## config.mk

```make
export PLATFORM = sky130hd
export DESIGN_NAME = byte_lane_lookup
export DESIGN_NICKNAME = d
export VERILOG_FILES = /design/src/rtl/lookup_pkg.sv /design/src/rtl/lookup_lane.sv /design/src/rtl/lookup_datapath.sv /design/src/rtl/lookup_ctrl.sv /design/src/rtl/byte_lane_lookup.sv
export SDC_FILE = /design/constraint.sdc
export NUM_CORES = 1
export LEC_CHECK = 0
export BUFFER_PORTS_ARGS = -buffer_cell sky130_fd_sc_hd__buf_2
export CELL_PAD_IN_SITES_DETAIL_PLACEMENT = 2
export CELL_PAD_IN_SITES_GLOBAL_PLACEMENT = 2
export CORE_ASPECT_RATIO = 0.8
export CORE_UTILIZATION = 33
export DETAILED_ROUTE_END_ITERATION = 8
export GPL_ROUTABILITY_DRIVEN = 0
export PLACE_DENSITY = 0.86
export SYNTH_ARGS = -nofsm -noshare
export SYNTH_HDL_FRONTEND = slang
export SYNTH_SLANG_ARGS = --single-unit
```

## constraint.sdc

```tcl
create_clock -name clk -period 3 [get_ports clk]
set_input_delay 0 -clock clk [delete_from_list [all_inputs] [get_ports clk]]
set_output_delay 0 -clock clk [all_outputs]
set_load 0.02 [all_outputs]
```

## src/rtl/lookup_pkg.sv

```systemverilog
package lookup_pkg;
  typedef struct packed {
    logic loadEn;
    logic validNext;
  } ctrl_strobe_t;
endpackage

```

## src/rtl/lookup_lane.sv

```systemverilog
module lookup_lane #(
  parameter int LANE_W   = 8,
  parameter int TBL_REGS = 4,
  parameter int REG_W    = 64,
  parameter int IDX_W    = 5
) (
  input  logic [TBL_REGS*REG_W-1:0] tableWords,
  input  logic [LANE_W-1:0]         laneIdx,
  input  logic [LANE_W-1:0]         dstByte,
  input  logic [IDX_W-1:0]          maxIdx,
  output logic [LANE_W-1:0]         laneOut
);
  localparam int BYTES_PER_REG = REG_W / LANE_W;
  localparam int BYTE_SEL_W    = $clog2(BYTES_PER_REG);
  localparam int REG_SEL_W     = (TBL_REGS > 1) ? $clog2(TBL_REGS) : 1;

  logic [REG_SEL_W-1:0]  regSel;
  logic [BYTE_SEL_W-1:0] byteSel;
  logic [REG_W-1:0]      selReg;
  logic [LANE_W-1:0]     selByte;
  logic                  inRange;

  assign byteSel = laneIdx[BYTE_SEL_W-1:0];
  assign regSel  = REG_SEL_W'(laneIdx >> BYTE_SEL_W);
  assign inRange = laneIdx <= {{(LANE_W-IDX_W){1'b0}}, maxIdx};

  always_comb begin
    selReg = '0;
    for (int r = 0; r < TBL_REGS; r++) begin
      if (regSel == REG_SEL_W'(r)) selReg = tableWords[r*REG_W +: REG_W];
    end
  end

  always_comb begin
    selByte = '0;
    for (int b = 0; b < BYTES_PER_REG; b++) begin
      if (byteSel == BYTE_SEL_W'(b)) selByte = selReg[b*LANE_W +: LANE_W];
    end
  end

  assign laneOut = inRange ? selByte : dstByte;
endmodule

```

## src/rtl/lookup_datapath.sv

```systemverilog
module lookup_datapath
  import lookup_pkg::*;
#(
  parameter int LANES      = 4,
  parameter int LANE_W     = 8,
  parameter int TBL_REGS   = 4,
  parameter int REG_W      = 64,
  parameter int IDX_W      = 5,
  parameter bit REGISTERED = 1'b1
) (
  input  logic                      clk,
  input  logic                      rstN,
  input  ctrl_strobe_t              strobes,
  input  logic [TBL_REGS*REG_W-1:0] tableWords,
  input  logic [LANES*LANE_W-1:0]   idxWord,
  input  logic [LANES*LANE_W-1:0]   dstWord,
  input  logic [IDX_W-1:0]          maxIdx,
  output logic [LANES*LANE_W-1:0]   resultWord
);
  localparam int WORD_W = LANES * LANE_W;

  logic [WORD_W-1:0] lookupWord;

  for (genvar l = 0; l < LANES; l++) begin : g_lane
    lookup_lane #(
      .LANE_W(LANE_W), .TBL_REGS(TBL_REGS), .REG_W(REG_W), .IDX_W(IDX_W)
    ) u_lane (
      .tableWords(tableWords),
      .laneIdx   (idxWord[l*LANE_W +: LANE_W]),
      .dstByte   (dstWord[l*LANE_W +: LANE_W]),
      .maxIdx    (maxIdx),
      .laneOut   (lookupWord[l*LANE_W +: LANE_W])
    );
  end

  if (REGISTERED) begin : g_reg
    logic [WORD_W-1:0] heldWord;
    always_ff @(posedge clk) begin
      if (!rstN) heldWord <= '0;
      else if (strobes.loadEn) heldWord <= lookupWord;
    end
    assign resultWord = heldWord;
  end else begin : g_comb
    assign resultWord = lookupWord;
  end
endmodule

```

## src/rtl/lookup_ctrl.sv

```systemverilog
module lookup_ctrl
  import lookup_pkg::*;
#(
  parameter bit REGISTERED = 1'b1
) (
  input  logic         clk,
  input  logic         rstN,
  input  logic         inValid,
  output ctrl_strobe_t strobes,
  output logic         outValid
);
  assign strobes.loadEn    = inValid;
  assign strobes.validNext = inValid;

  if (REGISTERED) begin : g_reg
    logic validQ;
    always_ff @(posedge clk) begin
      if (!rstN) validQ <= 1'b0;
      else       validQ <= strobes.validNext;
    end
    assign outValid = validQ;
  end else begin : g_comb
    assign outValid = strobes.validNext;
  end
endmodule

```

## src/rtl/byte_lane_lookup.sv

```systemverilog
module byte_lane_lookup
  import lookup_pkg::*;
#(
  parameter int LANES      = 4,
  parameter int LANE_W     = 8,
  parameter int TBL_REGS   = 4,
  parameter int REG_W      = 64,
  parameter bit REGISTERED = 1'b1,
  localparam int IDX_W     = $clog2(TBL_REGS * REG_W / LANE_W),
  localparam int WORD_W    = LANES * LANE_W,
  localparam int TBL_W     = TBL_REGS * REG_W
) (
  input  logic              clk,
  input  logic              rstN,
  input  logic              inValid,
  input  logic [TBL_W-1:0]  tableWords,
  input  logic [WORD_W-1:0] idxWord,
  input  logic [WORD_W-1:0] dstWord,
  input  logic [IDX_W-1:0]  maxIdx,
  output logic              outValid,
  output logic [WORD_W-1:0] outWord
);
  ctrl_strobe_t strobes;

  lookup_ctrl #(.REGISTERED(REGISTERED)) u_ctrl (
    .clk     (clk),
    .rstN    (rstN),
    .inValid (inValid),
    .strobes (strobes),
    .outValid(outValid)
  );

  lookup_datapath #(
    .LANES(LANES), .LANE_W(LANE_W), .TBL_REGS(TBL_REGS), .REG_W(REG_W),
    .IDX_W(IDX_W), .REGISTERED(REGISTERED)
  ) u_dp (
    .clk       (clk),
    .rstN      (rstN),
    .strobes   (strobes),
    .tableWords(tableWords),
    .idxWord   (idxWord),
    .dstWord   (dstWord),
    .maxIdx    (maxIdx),
    .resultWord(outWord)
  );
endmodule

```

# == Word-level counts from Yosys, hierarchy flattened ==
# Cells that the tools add are included.
# word_totals
ram_bits,0
romBits,0
output_inout_bits,33
n_memories,0
latch_bits,0
regBits,33
wordCells,106
# op_classes
bitwise_logic,0
shifts,0
div,0
multipliers,0
n_mux,52
n_eq_ne,40
n_reduce_logical,8
order_cmp,4
add_sub_neg,0
# ops
cell,count
$mux W64,16
$mux W8,36
$eq A3 B3 Y1 const B,16
$le A8 B5 Y1,4
$eq A3 B2 Y1 const B,8
$eq A2 B2 Y1 const B,8
$eq A3 B1 Y1 const B,4
$logic_not A3 Y1,4
$eq A2 B1 Y1 const B,4
$logic_not A2 Y1,4

# == Depth between registers and ports, before layout ==
# Gate-level depths: netlist of run 1.
# logic_depth
ltp_word,14
depth_mapped,10

# == Cells and area by module ==
# From an unflattened synthesis of run 1, not the netlist that was laid out.
# unflattened
hier_cells,1039
area_unflattened_um2,10854.2
# modules_own_cells
mod,seq_area_each_um2,area_per_inst_um2,cells_per_inst,n_inst
lookup_lane,0.0,2392.3,233,4
lookup_datapath,640.6,1243.7,103,1
lookup_ctrl,20.0,41.3,4,1

# == Least setup slack after synthesis of run 1 ==
# No wires, ideal clock.
# synth_path
path_type,input port to flip-flop
startpoint,input port idxWord[0]
endpoint,register u_dp.g_reg.heldWord[2] (netlist: u_dp.resultWord[2])
setup_time_ns,0.143
t_arrival_ns,1.904
cell_stages,10
slack_ns,0.953
cell_sequence,clkbuf_1 > inv_1 > ha_1 > nand3_1 > o22ai_1 > a21oi_1 > or4_1 > clkbuf_1 > nor4_1 > a2111oi_0
# synth_between
elab_chain_len,10
word_cells_on_any_way,18
# synth_rtl
item,line_no,rtl
start: declaration,byte_lane_lookup.sv:17,"input logic [WORD_W-1:0] idxWord,"
$logic_not A3 Y1,lookup_lane.sv:37,if (byteSel == BYTE_SEL_W'(b)) selByte = selReg[b*LANE_W +: LANE_W];
$mux W8 (8 in series),lookup_lane.sv:37,
$mux W8 *,lookup_lane.sv:41,assign laneOut = inRange ? selByte : dstByte;
end signal: assignment,lookup_datapath.sv:40,else if (strobes.loadEn) heldWord <= lookupWord;
end: declaration,lookup_datapath.sv:37,logic [WORD_W-1:0] heldWord;
# Mark *: on every way between the ends. The rest lies on a longest branch, timed or not.
# A chain may end at the register's enable or synchronous reset.

# == Worst setup path after layout of run 1 ==
# layout_path
startpoint,input port idxWord[28]
endpoint,register u_dp.g_reg.heldWord[29] (netlist: u_dp.resultWord[29])
# layout_between
elab_chain_len,14
word_cells_on_any_way,18
# layout_rtl
item,line_no,rtl
$logic_not A2 Y1,lookup_lane.sv:30,if (regSel == REG_SEL_W'(r)) selReg = tableWords[r*REG_W +: REG_W];
$mux W64 (4 in series),lookup_lane.sv:30,
$mux W8 (8 in series),lookup_lane.sv:37,
$mux W8 *,lookup_lane.sv:41,
# Marked as above.

==> impl_metrics.env, run 1 <==
export IMPL_placed_cell_area_mm2=0.01251
export IMPL_wl_mm=59.49
export IMPL_ys_ff_latch=33
export IMPL_tightest_slew_ns=1.063
export IMPL_min_period_ns=2.466
export IMPL_post_drt_wl_per_cell_um=37.58
export IMPL_area_delta_synth_final_pct=23.70
export IMPL_p_sw_uw=1404
export IMPL_relSlewSlack=0.2912
export IMPL_rows=57
export IMPL_nFillCells=3289
export IMPL_p_leak_uw=0.004967
export IMPL_drt_iter0_drc=1506
export IMPL_nets=1504
export IMPL_p_comb_frac=0.673
export IMPL_hold_buffers=2
export IMPL_grt_pass1_wl_mm=84.76
export IMPL_end_kind="flip-flop"
export IMPL_critical_path_startpoint="idxWord[28]"
export IMPL_fin_ws_ns=0.5335
export IMPL_rsz0062_at_grt="no"
export IMPL_fp_dieW_um=199.4
export IMPL_clk_latency_ns=0.28
export IMPL_grtUsageTotal=0.3700
export IMPL_syn_area_per_cell_um2=12.30
export IMPL_final_cell_mix="buf_2 (356), mux4_2 (271), nand2_1 (60), mux2i_1 (44), buf_4 (43)"
export IMPL_dr_pass1_iters=5
export IMPL_multiInputGateArea_mm2=0.009022
export IMPL_clock_sinks=33
export IMPL_p_seq_frac=0.155
export IMPL_path_max_fanout=33
export IMPL_grt_pass1_vias=11810
export IMPL_cts_buffer_depth=2
export IMPL_clockPowerShare=0.172
export IMPL_period_share=0.8222
export IMPL_synth_flop_cell="dfxtp_1"
export IMPL_final_common_cell="buf_2"
export IMPL_portBuffers=360
export IMPL_pwr_density_cell_mw_per_mm2=255.5
export IMPL_clock_skew_final_ns=0
export IMPL_setup_violations=0
export IMPL_drv_cap=0
export IMPL_core_mm2=0.03052
export IMPL_die_y_um=159.9
export IMPL_cts_root_buf="clkbuf_16"
export IMPL_gr_total_overflow=0
export IMPL_fmax_mhz=405.4
export IMPL_rr_endpoint="u_dp.resultWord[4]$_SDFFE_PN0P_"
export IMPL_place_ws_ns=0.3048
export IMPL_maxSlewViolCount=0
export IMPL_critPathLaunchType="input pin"
export IMPL_postSynthCellCount=836
export IMPL_rr_worst_depth=4
export IMPL_setup_tns_final_ns=0
export IMPL_ios=361
export IMPL_vias=11400
export IMPL_critPathKind="input pin to flip-flop"
export IMPL_drc_errors=0
export IMPL_cts_tree="built"
export IMPL_ir_drop_v=0.0001598
export IMPL_status="finished clean"
export IMPL_hold_viol=0
export IMPL_post_cts_resize_count=0
export IMPL_regArea_um2=660.6
export IMPL_rrSetupSlack_ns=1.69
export IMPL_ys_warn_count=0
export IMPL_hold_ws_ns=0.01454
export IMPL_postLayoutCellArea_mm2=0.01272
export IMPL_yosysSeqAreaShare=0.06423
export IMPL_h_tree_depth=2
export IMPL_start_util=0.3370
export IMPL_clkTransAtPathRegs_ns=0.06
export IMPL_synth_area_mm2=0.01029
export IMPL_synthArstFlopShare=0
export IMPL_synth_nets=1184
export IMPL_finalCoreUtilization=0.4168
export IMPL_hold_start="dstWord[24]"
export IMPL_required_ns=3.15
export IMPL_synth_cell_types=60
export IMPL_grt_max_degree=65
export IMPL_cts_made_buffers=5
export IMPL_synth_edf_count=0
export IMPL_ant_nets=0
export IMPL_r2r_start="u_dp.resultWord[4]$_SDFFE_PN0P_"
export IMPL_vias_per_cell=7.200
export IMPL_antenna_found_initial=14
export IMPL_hpwlAfterDp_mm=46.84
export IMPL_arrival_ns=2.62
export IMPL_postCtsSetupRepairBufs=0
export IMPL_hold_path_class="input pin to flip-flop"
export IMPL_die_area_mm2=0.03188
export IMPL_hold_path_cell_count=3
export IMPL_intPower_uw=1847
export IMPL_drive_gt1_frac=0.6102
export IMPL_switching_share=0.4320
export IMPL_crit_path_end="u_dp.resultWord[29]$_SDFFE_PN0P_"
## layer usage
metal	track usage	vias to the layer above	wire, um	part of all wire
li1	-	4347	-	-
met4	0.1284	6	2279	0.038
met5	0	-	34	0.00057
met1	0.5162	5858	22390	0.38
met3	0.08617	178	7821	0.13
met2	0.5638	1009	26970	0.45
## cells in the mapped netlist (4+ instances only)
| cell type | instances | share of area |
|---|---|---|
| nand2b_1 | 12 | 0.0073 |
| buf_4 | 17 | 0.012 |
| a211oi_1 | 10 | 0.0073 |
| nor3_1 | 8 | 0.0039 |
| nand3_1 | 14 | 0.0068 |
| nor4_1 | 6 | 0.0036 |
| inv_1 | 8 | 0.0029 |
| a22o_1 | 7 | 0.0060 |
| o221ai_1 | 8 | 0.0068 |
| mux4_2 | 271 | 0.59 |
| o21ai_1 | 15 | 0.0073 |
| and3_1 | 11 | 0.0067 |
| mux2_2 | 12 | 0.013 |
| buf_2 | 20 | 0.0097 |
| a22oi_1 | 20 | 0.015 |
| buf_6 | 12 | 0.013 |
| nand2_1 | 60 | 0.022 |
| o31ai_1 | 5 | 0.0036 |
| nand4_1 | 5 | 0.0030 |
| a31oi_1 | 10 | 0.0061 |
| nor2b_1 | 18 | 0.011 |
| o211ai_1 | 8 | 0.0058 |
| a32oi_1 | 6 | 0.0051 |
| nor2_1 | 32 | 0.012 |
| ha_1 | 20 | 0.024 |
| o22ai_1 | 6 | 0.0036 |
| a221oi_1 | 5 | 0.0043 |
| o21ai_0 | 11 | 0.0054 |
| and2_1 | 4 | 0.0024 |
| mux2i_1 | 44 | 0.043 |
| dfxtp_1 | 33 | 0.064 |
| a21oi_1 | 26 | 0.013 |
| clkbuf_1 | 43 | 0.016 |
| nand3b_1 | 8 | 0.0058 |
## worst min-delay path by stage
stage / endpoint
CTS: u_dp.resultWord[14]$_SDFFE_PN0P_
global placement: u_dp.resultWord[11]$_SDFFE_PN0P_
global route: u_dp.resultWord[18]$_SDFFE_PN0P_
floorplan: u_dp.resultWord[11]$_SDFFE_PN0P_
detailed placement: u_dp.resultWord[11]$_SDFFE_PN0P_
finish: u_dp.resultWord[24]$_SDFFE_PN0P_
## registers in the layout (all words and copies together) (netlist names)
signal           count
u_ctrl.outValid      1
u_dp.resultWord     32
## per-stage QoR
stage / cells / power, uW
floorplan: 836 / 1746
global placement: 1560 / 2524
detailed placement: 1560 / 2636
CTS: 1570 / 3197
global route: 1581 / 3354
finish: 1583 / 3251
## power groups by stage
stage | Combinational [uW] | Sequential (uW) | Clock (uW)
detailed placement | 2130 | 510 | 0
global route | 2270 | 504 | 580
global placement | 2020 | 508 | 0
floorplan | 1210 | 538 | 0
CTS | 2140 | 500 | 560
finish | 2190 | 502 | 559
## worst max-delay path, stage by stage
cell	delay (ns)
buf_2	0.78
buf_4	0.47
mux4_2	0.42
o311a_1	0.32
o41ai_1	0.46
a21oi_1	0.15
## final cells by class
type,count,area share
Antenna cell,13,0.002557
Clock buffer,7,0.01200
Clock inverter,1,0.0003934
Inverter,13,0.003835
Multi-Input combinational cell,694,0.7091
Sequential cell,33,0.05192
Tap cell,413,0.04061
Timing Repair Buffer,409,0.1796
## kinds of logic after synthesis
logic type,share of synthesized area
compound gates,0.1115
simple gates,0.09075
buf+inv,0.05985
mux,0.6493
flops,0.06423
fa+ha+maj,0.02433
Note: power is estimated with default switching activity, not from simulation.
==> inputs of run 2 (changes only) <==
Settings changed: ABC_AREA set to 1, CORE_UTILIZATION 33 to 22, PLACE_DENSITY 0.86 to 0.83.
Clock period 3 ns to 2 ns, I/O delays scaled along.
==> impl_metrics.env, run 2 <==
export IMPL_status="finished clean"
export IMPL_ant_nets=0
export IMPL_netlist_top_cells_area="nand2_1 (27%), nand3_1 (11%), o21ai_0 (10%)"
export IMPL_grtUsageTotal=0.3687
export IMPL_arrival_ns=2.16
export IMPL_synth_area_mm2=0.01080
export IMPL_grt_max_degree=36
export IMPL_p_comb_frac=0.679
export IMPL_drt_iter0_drc=2509
export IMPL_p_sw_uw=2836
export IMPL_final_cell_mix="nand2_1 (787), buf_2 (358), inv_1 (247), nand3_1 (232), o21ai_0 (225)"
export IMPL_ys_ff_latch=33
export IMPL_timing_critical_path_buf_inv=4
export IMPL_synthArstFlopShare=0
export IMPL_vias_per_cell=6.060
export IMPL_min_period_ns=2.000
export IMPL_h_tree_depth=2
export IMPL_critical_path_slowest_cell="o21ai_0"
export IMPL_tightest_slew_ns=0.6465
export IMPL_rows=72
export IMPL_r2r_start="u_dp.resultWord[3]$_SDFFE_PN0P_"
export IMPL_wl_mm=95.83
export IMPL_synth_flop_cell="dfxtp_1"
export IMPL_regArea_um2=660.6
export IMPL_clock_skew_final_ns=0
export IMPL_post_drt_wl_per_cell_um=29.23
export IMPL_syn_area_per_cell_um2=4.858
export IMPL_synth_top_area_frac=0.2735
export IMPL_maxSlewViolCount=0
export IMPL_die_area_mm2=0.04998
export IMPL_ios=361
export IMPL_start_util=0.2232
export IMPL_p_seq_frac=0.138
export IMPL_cts_root_buf="clkbuf_16"
export IMPL_area_delta_synth_final_pct=37.37
export IMPL_placed_cell_area_mm2=0.01459
export IMPL_synthTopCellsByCount="nand2_1 (787), inv_1 (247), nand3_1 (232)"
export IMPL_use_met2=0.5630
export IMPL_nets=2988
export IMPL_largest_reg_flops=32
export IMPL_power_uw=5298
export IMPL_crit_family="simple AND/OR/NAND/NOR gates"
export IMPL_dr_pass1_iters=7
export IMPL_ir_drop_v=0.0002922
export IMPL_multiInputGateArea_mm2=0.008553
export IMPL_ys_warn_count=0
export IMPL_die_y_um=200.2
export IMPL_clock_sinks=33
export IMPL_rrSetupSlack_ns=1.07
export IMPL_critPathLaunchType="input pin"
export IMPL_hold_path_class="input pin to flip-flop"
export IMPL_synth_nets=2571
export IMPL_critPathKind="input pin to flip-flop"
export IMPL_finalCoreUtilization=0.3066
export IMPL_placed_cells=3259
export IMPL_use_met3=0.09812
export IMPL_clkTransAtPathRegs_ns=0.06
export IMPL_clockPowerShare=0.183
export IMPL_rr_worst_depth=2
export IMPL_hpwlAfterDp_mm=75.61
export IMPL_synth_cell_types=37
export IMPL_fp_dieW_um=249.7
export IMPL_required_ns=2.16
export IMPL_crit_path_end="u_dp.resultWord[25]$_SDFFE_PN0P_"
export IMPL_cpPeakStageDelay_ns=0.37
export IMPL_vias=19870
export IMPL_p_leak_uw=0.007678
export IMPL_final_instance_count_excl_fill=3278
export IMPL_setup_tns_final_ns=0
export IMPL_fmax_mhz=500.1
export IMPL_top_usage_layer="met2"
export IMPL_drive_gt1_frac=0.2200
export IMPL_pwr_density_cell_mw_per_mm2=357.2
export IMPL_cts_tree="built"
export IMPL_cpMostUsedCell="nand2_1"
export IMPL_intPower_uw=2462
export IMPL_relSlewSlack=0.5666
export IMPL_worst_path_stages=14
export IMPL_final_common_cell="nand2_1"
export IMPL_gr_usage_met1=0.4598
export IMPL_rsz0062_at_grt="no"
export IMPL_end_kind="flip-flop"
export IMPL_critical_path_startpoint="idxWord[24]"
export IMPL_switching_share=0.5353
export IMPL_postSynthCellCount=2223
export IMPL_rr_endpoint="u_dp.resultWord[3]$_SDFFE_PN0P_"
export IMPL_portBuffers=360
export IMPL_grt_pass1_vias=21010
export IMPL_path_max_fanout=9
export IMPL_cts_buffer_depth=2
export IMPL_yosys_area_top_type="nand2_1"
export IMPL_synth_edf_count=0
export IMPL_core_mm2=0.04838
export IMPL_grt_pass1_wl_mm=139.5
export IMPL_hold_viol=0
export IMPL_setup_violations=0
export IMPL_postLayoutCellArea_mm2=0.01483
export IMPL_drc_errors=0
export IMPL_period_share=0.9999
export IMPL_gr_total_overflow=0
export IMPL_clk_latency_ns=0.29
export IMPL_drv_cap=0
export IMPL_synth_most_common_cell="nand2_1"
export IMPL_nFillCells=6300
export IMPL_cts_made_buffers=5
export IMPL_path_cells="buf_2 > inv_1 > ha_1 > nor2_1 > o21ai_0 > nand2_1 > nand2_1 > nand2_1 > buf_12 > nand2_1 > o21ai_0 > inv_1 > nand2_1 > a21oi_1"
export IMPL_yosysSeqAreaShare=0.06117
export IMPL_antenna_found_initial=10
## run 2: changes by cell type after synthesis, sizes merged, moves of 18 or more
cell   previous run  this run
nand2            60       794
mux4            271         0
inv              11       262
nand3            14       232
o21ai            26       230
a21oi            26       200
nor2             32       129
nand4             5        63
mux2i            44         0
o22ai             6        40
buf              53        77
a22oi            20         1
a41oi             1        19
nor2b            18         0
## run 2: routing by layer
| metal | up-vias | part of all wire |
|---|---|---|
| met3 | 459 | 0.12 |
| met4 | 2 | 0.072 |
| met5 | - | 0.00018 |
| met1 | 9611 | 0.38 |
| met2 | 1542 | 0.43 |
| li1 | 8251 | - |
## run 2: worst min-delay path by stage
stage,from,to,cells past startpoint
after floorplan,rstN,u_ctrl.outValid$_SDFF_PN0_,2
after global placement,rstN,u_ctrl.outValid$_SDFF_PN0_,3
after detailed placement,rstN,u_ctrl.outValid$_SDFF_PN0_,3
after CTS,dstWord[28],u_dp.resultWord[28]$_SDFFE_PN0P_,5
after global routing,dstWord[16],u_dp.resultWord[16]$_SDFFE_PN0P_,4
final,dstWord[28],u_dp.resultWord[28]$_SDFFE_PN0P_,5
## run 2: power groups by stage
stage          Sequential [uW]  Clock [uW]  Combinational (uW)
6_report                   731         968                3600
5_1_grt                    733         994                3720
3_3_place_gp               739           0                3180
3_5_place_dp               742           0                3390
2_1_floorplan              789           0                1460
4_1_cts                    730         961                3420
## run 2: final cells by class
| class | instances | area share |
|---|---|---|
| Timing Repair Buffer | 533 | 0.2458 |
| Multi-Input combinational cell | 1804 | 0.5766 |
| Clock buffer | 7 | 0.009615 |
| Tap cell | 629 | 0.05305 |
| Antenna cell | 8 | 0.001350 |
| Clock inverter | 1 | 0.002024 |
| Sequential cell | 33 | 0.04453 |
| Inverter | 263 | 0.06705 |
## run 2: kinds of logic after synthesis
family / after synthesis / share of synthesized area
AND/OR/NAND/NOR: 1244 / 0.4877
adder cells (fa/ha/maj): 20 / 0.02317
flip-flops: 33 / 0.06117
AO/OA/AOI/OAI: 540 / 0.2770
buffers and inverters: 386 / 0.1510
## run 2: per-stage QoR
stage,worst slack (ns),hold slack (ns)
final,0.0002991,0.09382
after CTS,0.02437,0.09789
after detailed placement,-0.3127,0.2853
after global placement,-0.2990,0.2396
after floorplan,0.5314,0.09763
after global routing,0.002329,0.1133
## run 2: timing repair
| item | 4_1_cts | 5_1_grt |
|---|---|---|
| endpoints found under the setup margin | 1 | 5 |
| resized for setup | 1 | 9 |
| pin swaps | 0 | 4 |
| buffers inserted | 0 | 2 |
| endpoints found under the hold margin | 1 | 0 |
| hold buffers | 1 | 0 |
## run 2: worst min-delay path: cells and delay by family
kind / cells / cell delay (ns)
compound gates: 2 / 0.18
buf+inv: 2 / 0.12
simple gates: 1 / 0.05
